File: src/rtl/dma_eob_pkg.sv
package dma_eob_pkg;
    localparam int MASK_W      = 8;
    // mask bit positions
    localparam int BIT_ERR     = 7;
    localparam int BIT_TXRDY   = 6;
    localparam int BIT_RXFULL  = 5;
    localparam int BIT_ARBLOST = 4;
    localparam int BIT_RXDMA   = 3;
    localparam int BIT_DATAEND = 2;
    localparam int BIT_FRMEND  = 1;
    localparam int BIT_TXDMA   = 0;
    // status bit positions / channel indices
    localparam int CH_TX       = 0;
    localparam int CH_RX       = 1;
    localparam int NUM_CH      = 2;

    typedef enum logic [1:0] {
        ST_RUN   = 2'd0,
        ST_COUNT = 2'd1,
        ST_HELD  = 2'd2
    } dis_state_e;

    typedef enum logic {
        ADDR_MASK   = 1'b0,
        ADDR_STATUS = 1'b1
    } reg_addr_e;
endpackage

File: src/rtl/dma_eob_disable_fsm.sv
module dma_eob_disable_fsm #(
    parameter int HOLD_CYCLES = 6
) (
    input  logic clk,
    input  logic rst_n,
    input  logic disable_i,
    output logic force_clr_o
);
    import dma_eob_pkg::*;

    localparam int CNT_W = $clog2(HOLD_CYCLES + 1);
    localparam logic [CNT_W-1:0] LAST = CNT_W'(HOLD_CYCLES - 1);

    dis_state_e        state_q, state_d;
    logic [CNT_W-1:0]  cnt_q, cnt_d;

    // state register
    always_ff @(posedge clk or negedge rst_n) begin
        if (!rst_n) begin
            state_q <= ST_RUN;
            cnt_q   <= '0;
        end else begin
            state_q <= state_d;
            cnt_q   <= cnt_d;
        end
    end

    // next state
    always_comb begin
        state_d = state_q;
        cnt_d   = cnt_q;
        unique case (state_q)
            ST_RUN: begin
                if (disable_i) begin
                    state_d = ST_COUNT;
                    cnt_d   = CNT_W'(1);
                end
            end
            ST_COUNT: begin
                if (!disable_i) begin
                    state_d = ST_RUN;
                    cnt_d   = '0;
                end else if (cnt_q == LAST) begin
                    state_d = ST_HELD;
                end else begin
                    cnt_d = cnt_q + CNT_W'(1);
                end
            end
            ST_HELD: begin
                if (!disable_i) begin
                    state_d = ST_RUN;
                    cnt_d   = '0;
                end
            end
            default: begin
                state_d = ST_RUN;
                cnt_d   = '0;
            end
        endcase
    end

    // outputs
    always_comb begin
        force_clr_o = 1'b0;
        unique case (state_q)
            ST_RUN:   force_clr_o = 1'b0;
            ST_COUNT: force_clr_o = disable_i && (cnt_q == LAST);
            ST_HELD:  force_clr_o = disable_i;
            default:  force_clr_o = 1'b0;
        endcase
    end
endmodule

File: src/rtl/dma_eob_flag.sv
module dma_eob_flag (
    input  logic clk,
    input  logic rst_n,
    input  logic force_clr_i,
    input  logic set_i,
    input  logic sw_clr_i,
    output logic pend_o,
    output logic set_evt_o
);
    logic pend_q;

    // priority: forced clear, then hardware set, then software clear
    always_ff @(posedge clk or negedge rst_n) begin
        if (!rst_n)           pend_q <= 1'b0;
        else if (force_clr_i) pend_q <= 1'b0;
        else if (set_i)       pend_q <= 1'b1;
        else if (sw_clr_i)    pend_q <= 1'b0;
    end

    assign pend_o    = pend_q;
    assign set_evt_o = set_i && !force_clr_i;
endmodule

File: src/rtl/dma_eob_mask_reg.sv
module dma_eob_mask_reg #(
    parameter int W = 8
) (
    input  logic         clk,
    input  logic         rst_n,
    input  logic         force_clr_i,
    input  logic         wr_i,
    input  logic [W-1:0] wdata_i,
    input  logic [W-1:0] hw_clr_i,
    output logic [W-1:0] mask_o
);
    logic [W-1:0] mask_q, mask_d;

    always_comb begin
        mask_d = wr_i ? wdata_i : mask_q;
        mask_d = mask_d & ~hw_clr_i;
        if (force_clr_i) mask_d = '0;
    end

    always_ff @(posedge clk or negedge rst_n) begin
        if (!rst_n) mask_q <= '0;
        else        mask_q <= mask_d;
    end

    assign mask_o = mask_q;
endmodule

File: src/rtl/dma_eob_irq_merge.sv
module dma_eob_irq_merge #(
    parameter int W = 8
) (
    input  logic         clk,
    input  logic         rst_n,
    input  logic [W-1:0] mask_i,
    input  logic [W-1:0] src_i,
    output logic         irq_o
);
    logic irq_q;

    always_ff @(posedge clk or negedge rst_n) begin
        if (!rst_n) irq_q <= 1'b0;
        else        irq_q <= |(mask_i & src_i);
    end

    assign irq_o = irq_q;
endmodule

File: src/rtl/dma_eob_irq_ctrl.sv
module dma_eob_irq_ctrl #(
    parameter int MASK_W      = dma_eob_pkg::MASK_W,
    parameter int HOLD_CYCLES = 6
) (
    input  logic              clk,
    input  logic              rst_n,
    input  logic              disable_i,
    input  logic              rx_eob_i,
    input  logic              tx_eob_i,
    input  logic [MASK_W-1:0] src_pend_i,
    input  logic              reg_wr_i,
    input  logic              reg_addr_i,
    input  logic [MASK_W-1:0] reg_wdata_i,
    output logic [MASK_W-1:0] rd_data_o,
    output logic [MASK_W-1:0] mask_o,
    output logic              rx_eob_pend_o,
    output logic              tx_eob_pend_o,
    output logic              irq_o
);
    import dma_eob_pkg::*;

    logic               force_clr;
    logic [NUM_CH-1:0]  eob_in, sw_clr, pend, set_evt;
    logic [MASK_W-1:0]  hw_clr, eff_src;
    logic               wr_mask, wr_stat;

    assign wr_mask = reg_wr_i && (reg_addr_i == ADDR_MASK);
    assign wr_stat = reg_wr_i && (reg_addr_i == ADDR_STATUS);

    assign eob_in[CH_RX] = rx_eob_i;
    assign eob_in[CH_TX] = tx_eob_i;

    dma_eob_disable_fsm #(.HOLD_CYCLES(HOLD_CYCLES)) u_dis (
        .clk         (clk),
        .rst_n       (rst_n),
        .disable_i   (disable_i),
        .force_clr_o (force_clr)
    );

    for (genvar c = 0; c < NUM_CH; c++) begin : g_ch
        assign sw_clr[c] = wr_stat && !reg_wdata_i[c];
        dma_eob_flag u_flag (
            .clk         (clk),
            .rst_n       (rst_n),
            .force_clr_i (force_clr),
            .set_i       (eob_in[c]),
            .sw_clr_i    (sw_clr[c]),
            .pend_o      (pend[c]),
            .set_evt_o   (set_evt[c])
        );
    end

    always_comb begin
        hw_clr            = '0;
        hw_clr[BIT_RXDMA] = set_evt[CH_RX];
        hw_clr[BIT_TXDMA] = set_evt[CH_TX];
    end

    dma_eob_mask_reg #(.W(MASK_W)) u_mask (
        .clk         (clk),
        .rst_n       (rst_n),
        .force_clr_i (force_clr),
        .wr_i        (wr_mask),
        .wdata_i     (reg_wdata_i),
        .hw_clr_i    (hw_clr),
        .mask_o      (mask_o)
    );

    always_comb begin
        eff_src              = src_pend_i;
        eff_src[BIT_RXFULL]  = src_pend_i[BIT_RXFULL] | pend[CH_RX];
        eff_src[BIT_TXRDY]   = src_pend_i[BIT_TXRDY]  | pend[CH_TX];
    end

    dma_eob_irq_merge #(.W(MASK_W)) u_irq (
        .clk    (clk),
        .rst_n  (rst_n),
        .mask_i (mask_o),
        .src_i  (eff_src),
        .irq_o  (irq_o)
    );

    always_comb begin
        rd_data_o = '0;
        if (reg_addr_i == ADDR_MASK) rd_data_o = mask_o;
        else                         rd_data_o[NUM_CH-1:0] = pend;
    end

    assign rx_eob_pend_o = pend[CH_RX];
    assign tx_eob_pend_o = pend[CH_TX];
endmodule

File: config.mk
export PLATFORM = sky130hd
export DESIGN_NAME = dma_eob_irq_ctrl
export DESIGN_NICKNAME = d
export VERILOG_FILES = /design/src/rtl/dma_eob_pkg.sv /design/src/rtl/dma_eob_disable_fsm.sv /design/src/rtl/dma_eob_flag.sv /design/src/rtl/dma_eob_mask_reg.sv /design/src/rtl/dma_eob_irq_merge.sv /design/src/rtl/dma_eob_irq_ctrl.sv
export SDC_FILE = /design/constraint.sdc
export NUM_CORES = 1
export LEC_CHECK = 0
export ABC_AREA = 1
export BUFFER_PORTS_ARGS = -buffer_cell sky130_fd_sc_hd__buf_2
export CAP_MARGIN = 20
export CORE_ASPECT_RATIO = 1.2
export CORE_MARGIN = 2
export CORE_UTILIZATION = 35
export DETAILED_ROUTE_END_ITERATION = 10
export REMOVE_ABC_BUFFERS = 1
export SLEW_MARGIN = 30
export SYNTH_ARGS = -nofsm -noshare
export SYNTH_HDL_FRONTEND = slang
export SYNTH_SLANG_ARGS = --single-unit
File: constraint.sdc
create_clock -name clk -period 1.71 [get_ports clk]
set_input_delay 0.0855 -clock clk [delete_from_list [all_inputs] [get_ports clk]]
set_output_delay 0.0855 -clock clk [all_outputs]
set_load 0.02 [all_outputs]
==> impl_metrics.toml, run 1 <==
[route]
drt-initial-drc-count = 22
wl_per_cell_um = 10.4
drc = 0
postRouteAntennaNets = 0
viasPerCell = 4.46
drt-total-wl_um = 2290
num_vias = 981
firstDrtPassIters = 4

[finish]
final_area_um2 = 1280
multi_input_area_um2 = 480
num-nets-final = 215
fill_cells = 299
antenna_cells = 0
final_layout_size_suffix_gt1_share_pct = 27.4
syn_to_final_growth_pct = 26.8
register_area_um2 = 400
final_cell_mix = "41 x nand2_1, 41 x buf_2, 27 x inv_1"

[timing]
fin_skew_ns = 0.00306
timing.final.crit_share_pct = 79.8
setup_viol = 0
worstMarginPinSlew_ns = 0.379
grt_setup_unrepaired = "no"
hold_violations = 0
fin_crit_ns = 1.36
relSlewSlack_pct = 74.7
drv_slew = 0
max_freq_mhz = 733
tns_ns = 0

[die]
boundaryPins = 42
dieArea_um2 = 3330
row_count = 21
fp.dieW_um = 53.0
die_h_um = 62.8
coreArea_um2 = 2760
initial_utilization_pct = 36.6

[placed_design]
io_buffers = 41
place_congestion = 0.794
postPlaceCellArea_um2 = 1230
hpwl_um = 1820

[yosys]
synth_seq_cells = 16
synth.avg_cell_area_um2 = 7.06
netlist_area_um2 = 1010
synth_cells = 143
ys_seq_area_share_pct = 39.7
synth_cell_type_count = 20
yosys_warnings = 0

[pwr]
p_leak_nw = 0.764
vdd_drop_max_mv = 0.600
powerDensity_nw_per_um2 = 1130

[flow_run]
drv_cap = 0

[clock_tree]
postCtsSetupBuffers = 0
cts_sinks = 16
clk_latency_ns = 0.28
clk_pin_slew_worst_paths_ns = 0.10
clockRootBuffer = "clkbuf_4"
cts_inserted_buffers = 3
cts_tree = "yes"
htreeDepth = 1
clk_path_buf_depth = 2

[critical_path]
worst-path-buf-inv = 2
worstPathArrival_ns = 1.55
path_cells = "inv_1, ha_1, nand2_1, inv_1, nor2_4, nand2_1, nand2_1, nand2_1"
crit_path_frequent_cell = "nand2_1"
crit_path_end_kind = "flop"
crit_cells = 8
critPathLaunchType = "flop"
crit_fanout = 3
critPathSlowestCell = "dfrtp_1"
r2r_cells = 8
max_stage_delay_ns = 0.39
crit_required_ns = 1.89
crit_family = "simple AND/OR/NAND/NOR gates"
critPathKind = "reg -> reg"

[grt]
grt_pass1_vias = 907
grt_usage_pct = 14.6
antenna_found_initial = 0
gr-total-overflow = 0
grt_pass1_wl_um = 3700
grt_max_degree = 17

[status]
outcome = "completed"

[min_path]
hold_depth = 3
hold_path_class = "in -> reg"
## layer usage
layer	wire length, um	GRT usage, %	up-vias
li1	-	-	515
met1	1040	17.1	432
met2	1080	25.5	32
met3	158	2.39	2
met5	0	0	-
met4	12	5.77	0
## flip-flops by register name (all words and copies together), names as in the netlist
name and flops:
g_ch.u_flag.pend_o 2, u_irq.irq_o 1, u_mask.mask_o 8, u_dis.state_q 2
u_dis.cnt_q 3
## logic make-up after synthesis
group	count (synthesis)	synth area share, %
flops	16	39.7
compound gates	10	5.45
buf+inv	31	12.8
fa+ha+maj	5	6.20
simple gates	81	35.9
## final timing paths
check	start	endpoint	slack [ns]
worst min-delay path	src_pend_i[5]	u_irq.irq_o$_DFF_PN0_	0.05
min in group asynchronous	rst_n	g_ch[0].u_flag.pend_o$_DFFE_PN0P_	0.24
worst min register to register	u_dis.cnt_q[1]$_DFFE_PN0P_	u_dis.cnt_q[1]$_DFFE_PN0P_	0.52
max in group asynchronous	rst_n	u_dis.cnt_q[2]$_DFFE_PN0P_	1.19
worst max register to register	u_dis.state_q[0]$_DFFE_PN0P_	u_dis.cnt_q[0]$_DFFE_PN0P_	0.35
worst max-delay path	u_dis.state_q[0]$_DFFE_PN0P_	u_dis.cnt_q[0]$_DFFE_PN0P_	0.35
## report_power, final
part / switching (mW) / leakage, nW / internal (mW)
logic: 0.408 / 0.547 / 0.225
clock network: 0.124 / 0.0210 / 0.129
registers: 0.0843 / 0.195 / 0.474
## repair_timing
| action | in CTS | in global routing |
|---|---|---|
| endpoints found under the hold margin | 16 | 0 |
| gates resized for setup | 0 | 0 |
| hold buffers | 1 | 0 |
## cell type report
cell class                      instances  share of cell area [%]
Clock buffer                            4                    2.83
Tap cell                               34                    3.32
Inverter                               28                    8.21
Timing Repair Buffer                   42                    16.8
Sequential cell                        16                    31.3
Multi-Input combinational cell         96                    37.5
## Yosys cell counts (all sizes together)
cell type	number	area, um^2
inv	28	105
nor2	25	125
o211ai	2	15.0
o21ai	6	30.0
ha	5	62.6
nand3b	2	15.0
nand3	9	45.0
nor3	1	5.00
buf	3	23.8
a21oi	2	10.0
nand4	1	6.26
dfrtp	16	400
nand2	43	166
## worst register-to-register path: cells and delay by family (launching register included)
family        cells  cell delay, ns
simple gates      5            0.51
flops             1            0.39
fa+ha+maj         1            0.20
buf+inv           2            0.16
## per-stage QoR
step	cells	total power, mW	worst slack, ns	utilization, %	hold WS (ns)
after floorplan	140	1.01	0.494	-	-0.210
after global placement	215	1.20	0.411	44.7	0.0259
after detailed placement	215	1.21	0.364	44.7	0.0271
after CTS	220	1.47	0.328	46.4	0.0316
after global routing	220	1.58	0.228	46.4	0.0311
final	220	1.45	0.346	46.4	0.0452
No activity file was read; power rests on OpenSTA's default activity.
==> run 2: changes to the inputs <==
==> constraint.sdc (replaced) <==
create_clock -name clk -period 1.4 [get_ports clk]
set_input_delay 0.07 -clock clk [delete_from_list [all_inputs] [get_ports clk]]
set_output_delay 0.07 -clock clk [all_outputs]
set_load 0.02 [all_outputs]
==> impl_metrics.toml, run 2 (synthesis results as in run 1) <==
[die]
die_h_um = 62.8
boundaryPins = 42
initial_utilization_pct = 36.6
dieArea_um2 = 3330
fp.dieW_um = 53.0
row_count = 21
coreArea_um2 = 2760

[placed_design]
place_congestion = 0.794
placedCellCount = 215
place_ws_ns = 0.0418
io_buffers = 41
hpwl_um = 1820

[critical_path]
critPathSlowestCell = "dfrtp_1"
crit_path_end_kind = "flop"
critPathKind = "reg -> reg"
crit_fanout = 4
critPathLaunchType = "flop"
max_stage_delay_ns = 0.42
worstPathArrival_ns = 1.50
path_cells = "ha_1, nand2_1, nor2_4, nor2_4, nand2_2, nand2_1, nand2_1"
crit_required_ns = 1.58
crit_path_frequent_cell = "nand2_1"

[finish]
stdcell_count = 222
num-nets-final = 218
layout_commonest_cell = "buf_2"
final_cell_mix = "41 x buf_2, 40 x nand2_1, 25 x inv_1"
antenna_cells = 0
largest_reg_flops = 8
syn_to_final_growth_pct = 28.1
final_layout_size_suffix_gt1_share_pct = 30.3

[grt]
gr-total-overflow = 0
grt_max_degree = 17
grt_usage_pct = 14.6
antenna_found_initial = 0
grt_pass1_wl_um = 3710
grt_pass1_vias = 914

[timing]
hold_violations = 0
drv_slew = 0
fin_skew_ns = 0.00430
fin_crit_ns = 1.32
tns_ns = 0
finalWorstSetupSlack_ns = 0.0769
relSlewSlack_pct = 74.4
worstMarginPinSlew_ns = 0.384
setup_viol = 0
timing.final.crit_share_pct = 94.5
max_freq_mhz = 756

[clock_tree]
clk_pin_slew_worst_paths_ns = 0.09
cts_tree = "yes"
clk_path_buf_depth = 2
htreeDepth = 1
clockRootBuffer = "clkbuf_4"
cts_inserted_buffers = 3
clk_latency_ns = 0.28
cts_sinks = 16

[pwr]
vdd_drop_max_mv = 0.625
report.power.total_mw = 1.76
power_frac_clock_pct = 13.9
comb_power_share_pct = 47.2
p_int_mw = 0.993
power.share.sequential_pct = 38.9
netSwitchingFraction_pct = 43.6
p_leak_nw = 0.766
p_sw_mw = 0.768
powerDensity_nw_per_um2 = 1360

[min_path]
hold_path_class = "in -> reg"

[route]
firstDrtPassIters = 2
wl_per_cell_um = 10.9
drt-initial-drc-count = 13
drt-total-wl_um = 2420
viasPerCell = 4.45
postRouteAntennaNets = 0
num_vias = 988
drc = 0

[flow_run]
drv_cap = 0

[status]
outcome = "completed"
-- run 2: final timing paths --
path                                             from                                end  slack, ns  cells after the start
max reg2reg                u_dis.cnt_q[0]$_DFFE_PN0P_         u_dis.cnt_q[0]$_DFFE_PN0P_       0.08                      7
max in group asynchronous                       rst_n         u_dis.cnt_q[2]$_DFFE_PN0P_       0.89                      2
min in group asynchronous                       rst_n  g_ch[0].u_flag.pend_o$_DFFE_PN0P_       0.23                      2
min                                     src_pend_i[5]              u_irq.irq_o$_DFF_PN0_       0.03                      3
min reg2reg                u_dis.cnt_q[1]$_DFFE_PN0P_         u_dis.cnt_q[1]$_DFFE_PN0P_       0.52                      2
max                        u_dis.cnt_q[0]$_DFFE_PN0P_         u_dis.cnt_q[0]$_DFFE_PN0P_       0.08                      7
-- run 2: layer usage --
metal	track usage, %	wire [um]	up-vias
met1	16.9	1030	433
met4	5.77	27	0
li1	-	-	520
met3	2.15	141	4
met5	0	0	-
met2	25.9	1230	31
-- run 2: layout make-up --
cell class | count | area (um^2)
Sequential cell | 16 | 400
Clock buffer | 3 | 22.5
Multi-Input combinational cell | 96 | 485
Tap cell | 34 | 42.5
Inverter | 28 | 105
Timing Repair Buffer | 45 | 238
Fill cell | 289 | 1470
-- run 2: what timing repair did --
item                       in CTS  in global routing
hold buffers                    1                  0
resized for setup               0                  4
setup endpoints to repair       0                 13
buffers inserted                0                  3
hold endpoints to repair       16                  0
-- run 2: stage by stage --
| stage | instance area (um^2) | util (%) | hold slack, ns |
|---|---|---|---|
| floorplan | 986 | - | -0.226 |
| global placement | 1230 | 44.7 | 0.0104 |
| detailed placement | 1230 | 44.7 | 0.0103 |
| CTS | 1270 | 45.9 | 0.0194 |
| global route | 1290 | 46.9 | 0.0224 |
| finish | 1290 | 46.9 | 0.0296 |
-- run 2: power groups by stage --
stage          Sequential (mW)  Combinational [mW]  Clock (mW)
2_1_floorplan            0.755               0.473           0
3_3_place_gp             0.684               0.780           0
3_5_place_dp             0.693               0.783           0
4_1_cts                  0.684               0.787       0.257
5_1_grt                  0.703               0.956       0.276
6_report                 0.685               0.831       0.245
-- run 2: critical path: cells and delay by family, from the launching register on --
kind                     cells  cell delay [ns]
flip-flops                   1             0.42
AND/OR/NAND/NOR              6             0.58
adder cells (fa/ha/maj)      1             0.21
